`src/rtl/bat_pkg.sv`:
```
package bat_pkg;
  localparam int unsigned AW        = 32;
  localparam int unsigned EPI_LSB   = 17;
  localparam int unsigned BL_LSB    = 2;
  localparam int unsigned BL_W      = 11;
  localparam int unsigned VS_BIT    = 1;
  localparam int unsigned VU_BIT    = 0;
  localparam int unsigned PP_LSB    = 0;
  localparam int unsigned PAGE_BITS = 12;

  localparam logic [AW-1:0] EPI_MASK  = {{(AW-EPI_LSB){1'b1}}, {EPI_LSB{1'b0}}};
  localparam logic [AW-1:0] PAGE_MASK = {{(AW-PAGE_BITS){1'b1}}, {PAGE_BITS{1'b0}}};

  typedef enum logic [1:0] {
    ACC_LOAD  = 2'd0,
    ACC_STORE = 2'd1,
    ACC_FETCH = 2'd2,
    ACC_RSVD  = 2'd3
  } acc_e;

  typedef logic [2:0] prot_t;  // {r, w, x}
  localparam prot_t PROT_NONE = 3'b000;
  localparam prot_t PROT_RX   = 3'b101;
  localparam prot_t PROT_RWX  = 3'b111;
endpackage

```
`src/rtl/bat_regfile.sv`:
```
module bat_regfile
  import bat_pkg::*;
#(
  parameter int unsigned NUM_ENT = 4,
  localparam int unsigned IDXW   = (NUM_ENT > 1) ? $clog2(NUM_ENT) : 1
) (
  input  logic                          clk_i,
  input  logic                          rst_ni,
  input  logic                          wr_en_i,
  input  logic                          wr_bank_i,
  input  logic [IDXW-1:0]               wr_idx_i,
  input  logic                          wr_lower_i,
  input  logic [AW-1:0]                 wr_data_i,
  input  logic                          rd_bank_i,
  output logic [NUM_ENT-1:0][AW-1:0]    upper_o,
  output logic [NUM_ENT-1:0][AW-1:0]    lower_o
);
  logic [AW-1:0] upper_q [2][NUM_ENT];
  logic [AW-1:0] lower_q [2][NUM_ENT];

  always_ff @(posedge clk_i or negedge rst_ni) begin
    if (!rst_ni) begin
      for (int b = 0; b < 2; b++) begin
        for (int i = 0; i < NUM_ENT; i++) begin
          upper_q[b][i] <= '0;
          lower_q[b][i] <= '0;
        end
      end
    end else if (wr_en_i) begin
      if (wr_lower_i) lower_q[wr_bank_i][wr_idx_i] <= wr_data_i;
      else            upper_q[wr_bank_i][wr_idx_i] <= wr_data_i;
    end
  end

  always_comb begin
    for (int i = 0; i < NUM_ENT; i++) begin
      upper_o[i] = upper_q[rd_bank_i][i];
      lower_o[i] = lower_q[rd_bank_i][i];
    end
  end

  // write lands by the following edge
  logic            chk_v_q, chk_bank_q, chk_lower_q;
  logic [IDXW-1:0] chk_idx_q;
  logic [AW-1:0]   chk_data_q;
  logic [AW-1:0]   chk_rd;

  always_ff @(posedge clk_i or negedge rst_ni) begin
    if (!rst_ni) begin
      chk_v_q     <= 1'b0;
      chk_bank_q  <= 1'b0;
      chk_lower_q <= 1'b0;
      chk_idx_q   <= '0;
      chk_data_q  <= '0;
    end else begin
      chk_v_q     <= wr_en_i;
      chk_bank_q  <= wr_bank_i;
      chk_lower_q <= wr_lower_i;
      chk_idx_q   <= wr_idx_i;
      chk_data_q  <= wr_data_i;
    end
  end

  assign chk_rd = chk_lower_q ? lower_q[chk_bank_q][chk_idx_q]
                              : upper_q[chk_bank_q][chk_idx_q];

  a_r10_write_lands: assert property (@(posedge clk_i) disable iff (!rst_ni)
    chk_v_q |-> chk_rd == chk_data_q);
endmodule

```
`src/rtl/bat_entry_match.sv`:
```
module bat_entry_match
  import bat_pkg::*;
(
  input  logic [AW-1:0] upper_i,
  input  logic [AW-1:0] lower_i,
  input  logic [AW-1:0] ea_i,
  input  logic          user_i,
  output logic          hit_o,
  output logic [AW-1:0] raddr_o,
  output prot_t         prot_o
);
  logic          valid;
  logic [AW-1:0] bl_ext;
  logic [AW-1:0] mask;
  logic [1:0]    pp;

  assign valid  = user_i ? upper_i[VU_BIT] : upper_i[VS_BIT];
  assign bl_ext = AW'(upper_i[BL_LSB +: BL_W]);
  assign mask   = valid ? (EPI_MASK & ~(bl_ext << EPI_LSB)) : '0;
  assign hit_o  = (|mask) && ((ea_i & mask) == (upper_i & EPI_MASK));
  assign raddr_o = ((lower_i & mask) | (ea_i & ~mask)) & PAGE_MASK;
  assign pp     = lower_i[PP_LSB +: 2];

  always_comb begin
    unique case (pp)
      2'd0:    prot_o = PROT_NONE;
      2'd2:    prot_o = PROT_RWX;
      default: prot_o = PROT_RX;
    endcase
  end
endmodule

```
`src/rtl/bat_prio_sel.sv`:
```
module bat_prio_sel
  import bat_pkg::*;
#(
  parameter int unsigned NUM_ENT = 4
) (
  input  logic                       clk_i,
  input  logic                       rst_ni,
  input  logic [NUM_ENT-1:0]         hit_i,
  input  logic [NUM_ENT-1:0][AW-1:0] raddr_i,
  input  logic [NUM_ENT-1:0][2:0]    prot_i,
  output logic                       any_o,
  output logic [AW-1:0]              raddr_o,
  output prot_t                      prot_o
);
  logic [NUM_ENT-1:0] grant;

  always_comb begin
    grant   = '0;
    raddr_o = '0;
    prot_o  = PROT_NONE;
    for (int i = NUM_ENT - 1; i >= 0; i--) begin
      if (hit_i[i]) begin
        grant   = '0;
        grant[i] = 1'b1;
        raddr_o = raddr_i[i];
        prot_o  = prot_i[i];
      end
    end
  end

  assign any_o = |hit_i;

  a_r7_one_winner: assert property (@(posedge clk_i) disable iff (!rst_ni)
    $onehot0(grant) && (any_o == (grant != '0)));
  a_r7_lowest_wins: assert property (@(posedge clk_i) disable iff (!rst_ni)
    hit_i[0] |-> grant[0]);
endmodule

```
`src/rtl/bat_xlate.sv`:
```
module bat_xlate
  import bat_pkg::*;
#(
  parameter int unsigned NUM_ENT = 4,
  localparam int unsigned IDXW   = (NUM_ENT > 1) ? $clog2(NUM_ENT) : 1
) (
  input  logic            clk_i,
  input  logic            rst_ni,
  input  logic [31:0]     ea_i,
  input  logic [1:0]      acc_i,
  input  logic            user_i,
  input  logic            wr_en_i,
  input  logic            wr_bank_i,
  input  logic [IDXW-1:0] wr_idx_i,
  input  logic            wr_lower_i,
  input  logic [31:0]     wr_data_i,
  output logic            hit_o,
  output logic [31:0]     real_addr_o,
  output logic [2:0]      prot_o
);
  logic                       fetch;
  logic [NUM_ENT-1:0][AW-1:0] upper, lower;
  logic [NUM_ENT-1:0]         ent_hit;
  logic [NUM_ENT-1:0][AW-1:0] ent_raddr;
  logic [NUM_ENT-1:0][2:0]    ent_prot;
  logic                       sel_hit;
  logic [AW-1:0]              sel_raddr;
  prot_t                      sel_prot;

  assign fetch = (acc_e'(acc_i) == ACC_FETCH);

  bat_regfile #(.NUM_ENT(NUM_ENT)) u_regs (
    .clk_i      (clk_i),
    .rst_ni     (rst_ni),
    .wr_en_i    (wr_en_i),
    .wr_bank_i  (wr_bank_i),
    .wr_idx_i   (wr_idx_i),
    .wr_lower_i (wr_lower_i),
    .wr_data_i  (wr_data_i),
    .rd_bank_i  (fetch),
    .upper_o    (upper),
    .lower_o    (lower)
  );

  for (genvar g = 0; g < NUM_ENT; g++) begin : g_ent
    bat_entry_match u_match (
      .upper_i (upper[g]),
      .lower_i (lower[g]),
      .ea_i    (ea_i),
      .user_i  (user_i),
      .hit_o   (ent_hit[g]),
      .raddr_o (ent_raddr[g]),
      .prot_o  (ent_prot[g])
    );
  end

  bat_prio_sel #(.NUM_ENT(NUM_ENT)) u_sel (
    .clk_i   (clk_i),
    .rst_ni  (rst_ni),
    .hit_i   (ent_hit),
    .raddr_i (ent_raddr),
    .prot_i  (ent_prot),
    .any_o   (sel_hit),
    .raddr_o (sel_raddr),
    .prot_o  (sel_prot)
  );

  always_ff @(posedge clk_i or negedge rst_ni) begin
    if (!rst_ni) begin
      hit_o       <= 1'b0;
      real_addr_o <= '0;
      prot_o      <= PROT_NONE;
    end else begin
      hit_o       <= sel_hit;
      real_addr_o <= sel_hit ? sel_raddr : '0;
      prot_o      <= sel_hit ? sel_prot  : PROT_NONE;
    end
  end

  a_r8_miss_zero: assert property (@(posedge clk_i) disable iff (!rst_ni)
    !hit_o |-> (real_addr_o == '0) && (prot_o == PROT_NONE));
  a_r5_page_aligned: assert property (@(posedge clk_i) disable iff (!rst_ni)
    real_addr_o[PAGE_BITS-1:0] == '0);
  a_r6_write_implies_rx: assert property (@(posedge clk_i) disable iff (!rst_ni)
    prot_o[1] |-> prot_o[2] && prot_o[0]);
  a_r9_registered: assert property (@(posedge clk_i) disable iff (!rst_ni)
    ##1 (hit_o == $past(sel_hit)));
  a_r4_offset_kept: assert property (@(posedge clk_i) disable iff (!rst_ni)
    ##1 hit_o |-> real_addr_o[EPI_LSB-1:PAGE_BITS] == $past(ea_i[EPI_LSB-1:PAGE_BITS]));
endmodule

```
`config.mk`:
```
export PLATFORM = sky130hd
export DESIGN_NAME = bat_xlate
export DESIGN_NICKNAME = d
export VERILOG_FILES = /design/src/rtl/bat_pkg.sv /design/src/rtl/bat_regfile.sv /design/src/rtl/bat_entry_match.sv /design/src/rtl/bat_prio_sel.sv /design/src/rtl/bat_xlate.sv
export SDC_FILE = /design/constraint.sdc
export NUM_CORES = 1
export LEC_CHECK = 0
export ABC_AREA = 1
export BUFFER_PORTS_ARGS = -buffer_cell sky130_fd_sc_hd__buf_2
export CAP_MARGIN = 20
export CORE_ASPECT_RATIO = 0.9
export CORE_MARGIN = 2
export CORE_UTILIZATION = 55
export DETAILED_ROUTE_END_ITERATION = 16
export PLACE_DENSITY = 0.78
export SYNTH_ARGS = -nofsm -noshare
export SYNTH_HDL_FRONTEND = slang
export SYNTH_HIERARCHICAL = 1
export SYNTH_SLANG_ARGS = --single-unit
export TNS_END_PERCENT = 30
```
`constraint.sdc`:
```
create_clock -name clk_i -period 6.3 [get_ports clk_i]
set_clock_uncertainty 0.2 [all_clocks]
set_input_delay 0.315 -clock clk_i [delete_from_list [all_inputs] [get_ports clk_i]]
set_output_delay 0.315 -clock clk_i [all_outputs]
set_load 0.03 [all_outputs]
```
==> out/qor.txt <==
GR Layer Usage met2: 48.2%
max-slew violation count: 0
Worst Tran Pin Value: 1.15 ns
Vias/cell: 5.77
initial antenna violation count: 3
setup repair bufs after CTS: 0
Fin Setup TNS: 0 ns
layout cell share with drive strength beyond 1: 16.7%
final setup vio count: 0
Synth-to-Final Area Change: 7.19%
Placer Congestion: 0.910
Remaining DRCs: 0
clk buf depth: 3
CP Launch Point: acc_i[0]
CP Max Fanout: 21
most used routing layer: met2
number of global-route vias before repair: 19,400
Slew headroom: 23.0%
largest net degree at the start of global routing: 177
most frequent cells in the layout: 1,163 x nand2_1, 396 x dfrtp_1, 239 x nand3_1
worst reg2reg path startpoint: u_regs/upper_q[64]
CTS resizes: 0
Post-Synthesis Cell Area: 22,600 sq um
FF-to-FF setup slack: 2.44 ns
I/O pin count: 110
drt first pass iters: 5
drt wl/cell: 18.9 um
Clk Tree Root Cell: clkbuf_16
Post-Syn Area per Cell: 7.73 sq um
crit path cell chain: buf_2, nor2_4, mux2_2, inv_1, nand2_1, nand2_1, nor2_1, nand2_1, xor2_1, nand3_1, nor2_4, nor2_1, nand2_1, buf_4, nand2_1, inv_1
via count of the routed design: 19,700
Starting Density: 55.7%
HPWL Detailed: 40,600 um
dpl cell area: 22,400 sq um
type of the worst min-delay path: primary input to register
CTS tree: yes
design area: 24,300 sq um
commonest non-fill, non-tap cell in the layout: nand2_1
VDD IR max: 0.000207 V
Worst R2R End: real_addr_o[6]
crit path to: real_addr_o[6]
I/O Buffers: 93
die height: 196 um
max cap viols: 0
Post-DRT Antenna Nets: 0
Worst EP arrival: 4.56 ns
Worst path max stage delay: 0.75 ns
RSZ-0062 raised after global routing: no
first-pass GRT wire length: 103,000 um
total power: 7.37 mW
pwr/cell area: 304 nW/um^2
Critical Path Sink Type: register
startpoint types: primary input
Syn Inst Count: 2,928
core area: 40,600 sq um
die area: 42,800 sq um
CTS buffer count: 43
final WL: 64,400 um
WS Path Type: primary input to register
global-route met1 utilization: 41.2%
hold-fix buffers at CTS: 32
first-iteration detailed-routing DRC count: 2,433
Die W: 218 um
depth of the CTS H-tree: 2
hold violation total from the final report: 0
latest clock arrival within the worst-skew pair: 0.57 ns
fin crit share: 67.8%
clock net sink count: 396
Leak: 13.0 nW
Max Freq: 234 MHz
Reg clk slew, reported paths: 0.06 ns
Required @ worst endpoint: 6.58 ns
Synth warnings: 6
worst reg-to-reg path cell count: 14
global-route congestion overflow total: 0
hold path cells: 3
CP max stage cell: nor2_4
CP most frequent cell: nand2_1
met3 Use GR: 4.80%
minimum clock period: 4.27 ns
status: complete, no violations
Tot GR Track Use: 30.1%
Final Hold Slack: 0.0421 ns
Layout Nets: 2,909
row cnt: 70
## worst max-delay path, delay by kind of cell
| family | cells | cell delay (ns) |
|---|---|---|
| XOR/XNOR | 1 | 0.15 |
| buffers and inverters | 4 | 0.59 |
| multiplexers | 1 | 0.43 |
| AND/OR/NAND/NOR | 10 | 3.00 |
## flip-flops by register name (all words and copies together) (netlist names)
name,count
prot_o,3
u_regs/lower_q,136
real_addr_o,32
hit_o,1
u_regs/upper_q,224
## per-layer routing
| metal | wire [um] | vias to the layer above | share of wire, % |
|---|---|---|---|
| li1 | - | 8987 | - |
| met1 | 26400 | 9528 | 41 |
| met2 | 30200 | 1032 | 47 |
| met3 | 5800 | 137 | 9.0 |
| met4 | 2030 | 2 | 3.2 |
| met5 | 13 | - | 0.020 |
## worst min-delay path by stage
stage,start,to,slack (ns)
after floorplan,rst_ni,hit_o,-0.18
after global placement,rst_ni,u_regs/upper_q[228],0.05
after detailed placement,rst_ni,u_regs/upper_q[100],0.06
after CTS,wr_data_i[28],u_regs/lower_q[28],0.02
after global routing,wr_data_i[0],u_regs/lower_q[0],0.05
final,wr_data_i[28],u_regs/lower_q[28],0.04
## per-stage QoR
step                util (%)  setup slack [ns]  std cells
finish                  59.7              2.03       3409
global route            59.7              1.81       3409
CTS                     59.4              2.12       3404
detailed placement      55.1              1.59       3294
global placement        55.1              1.68       3294
floorplan                  -              3.19       2972
## power breakdown
part           internal [mW]  switching, mW  total (mW)  leakage [nW]
Clock                   1.50           1.04        2.54         0.721
Combinational          0.597          0.976        1.57          7.17
Sequential              3.01          0.247        3.26          5.08
## area by class of cell
cell class | count | area, sq um
antenna | 1 | 2.50
clock buffer | 64 | 1330
clock inverter | 14 | 98.8
fill | 3415 | 16400
inverter | 145 | 557
multi-input combinational | 2082 | 10500
sequential | 396 | 9910
tap | 540 | 676
timing repair buffer | 167 | 1220
No activity file was read; power rests on OpenSTA's default activity.
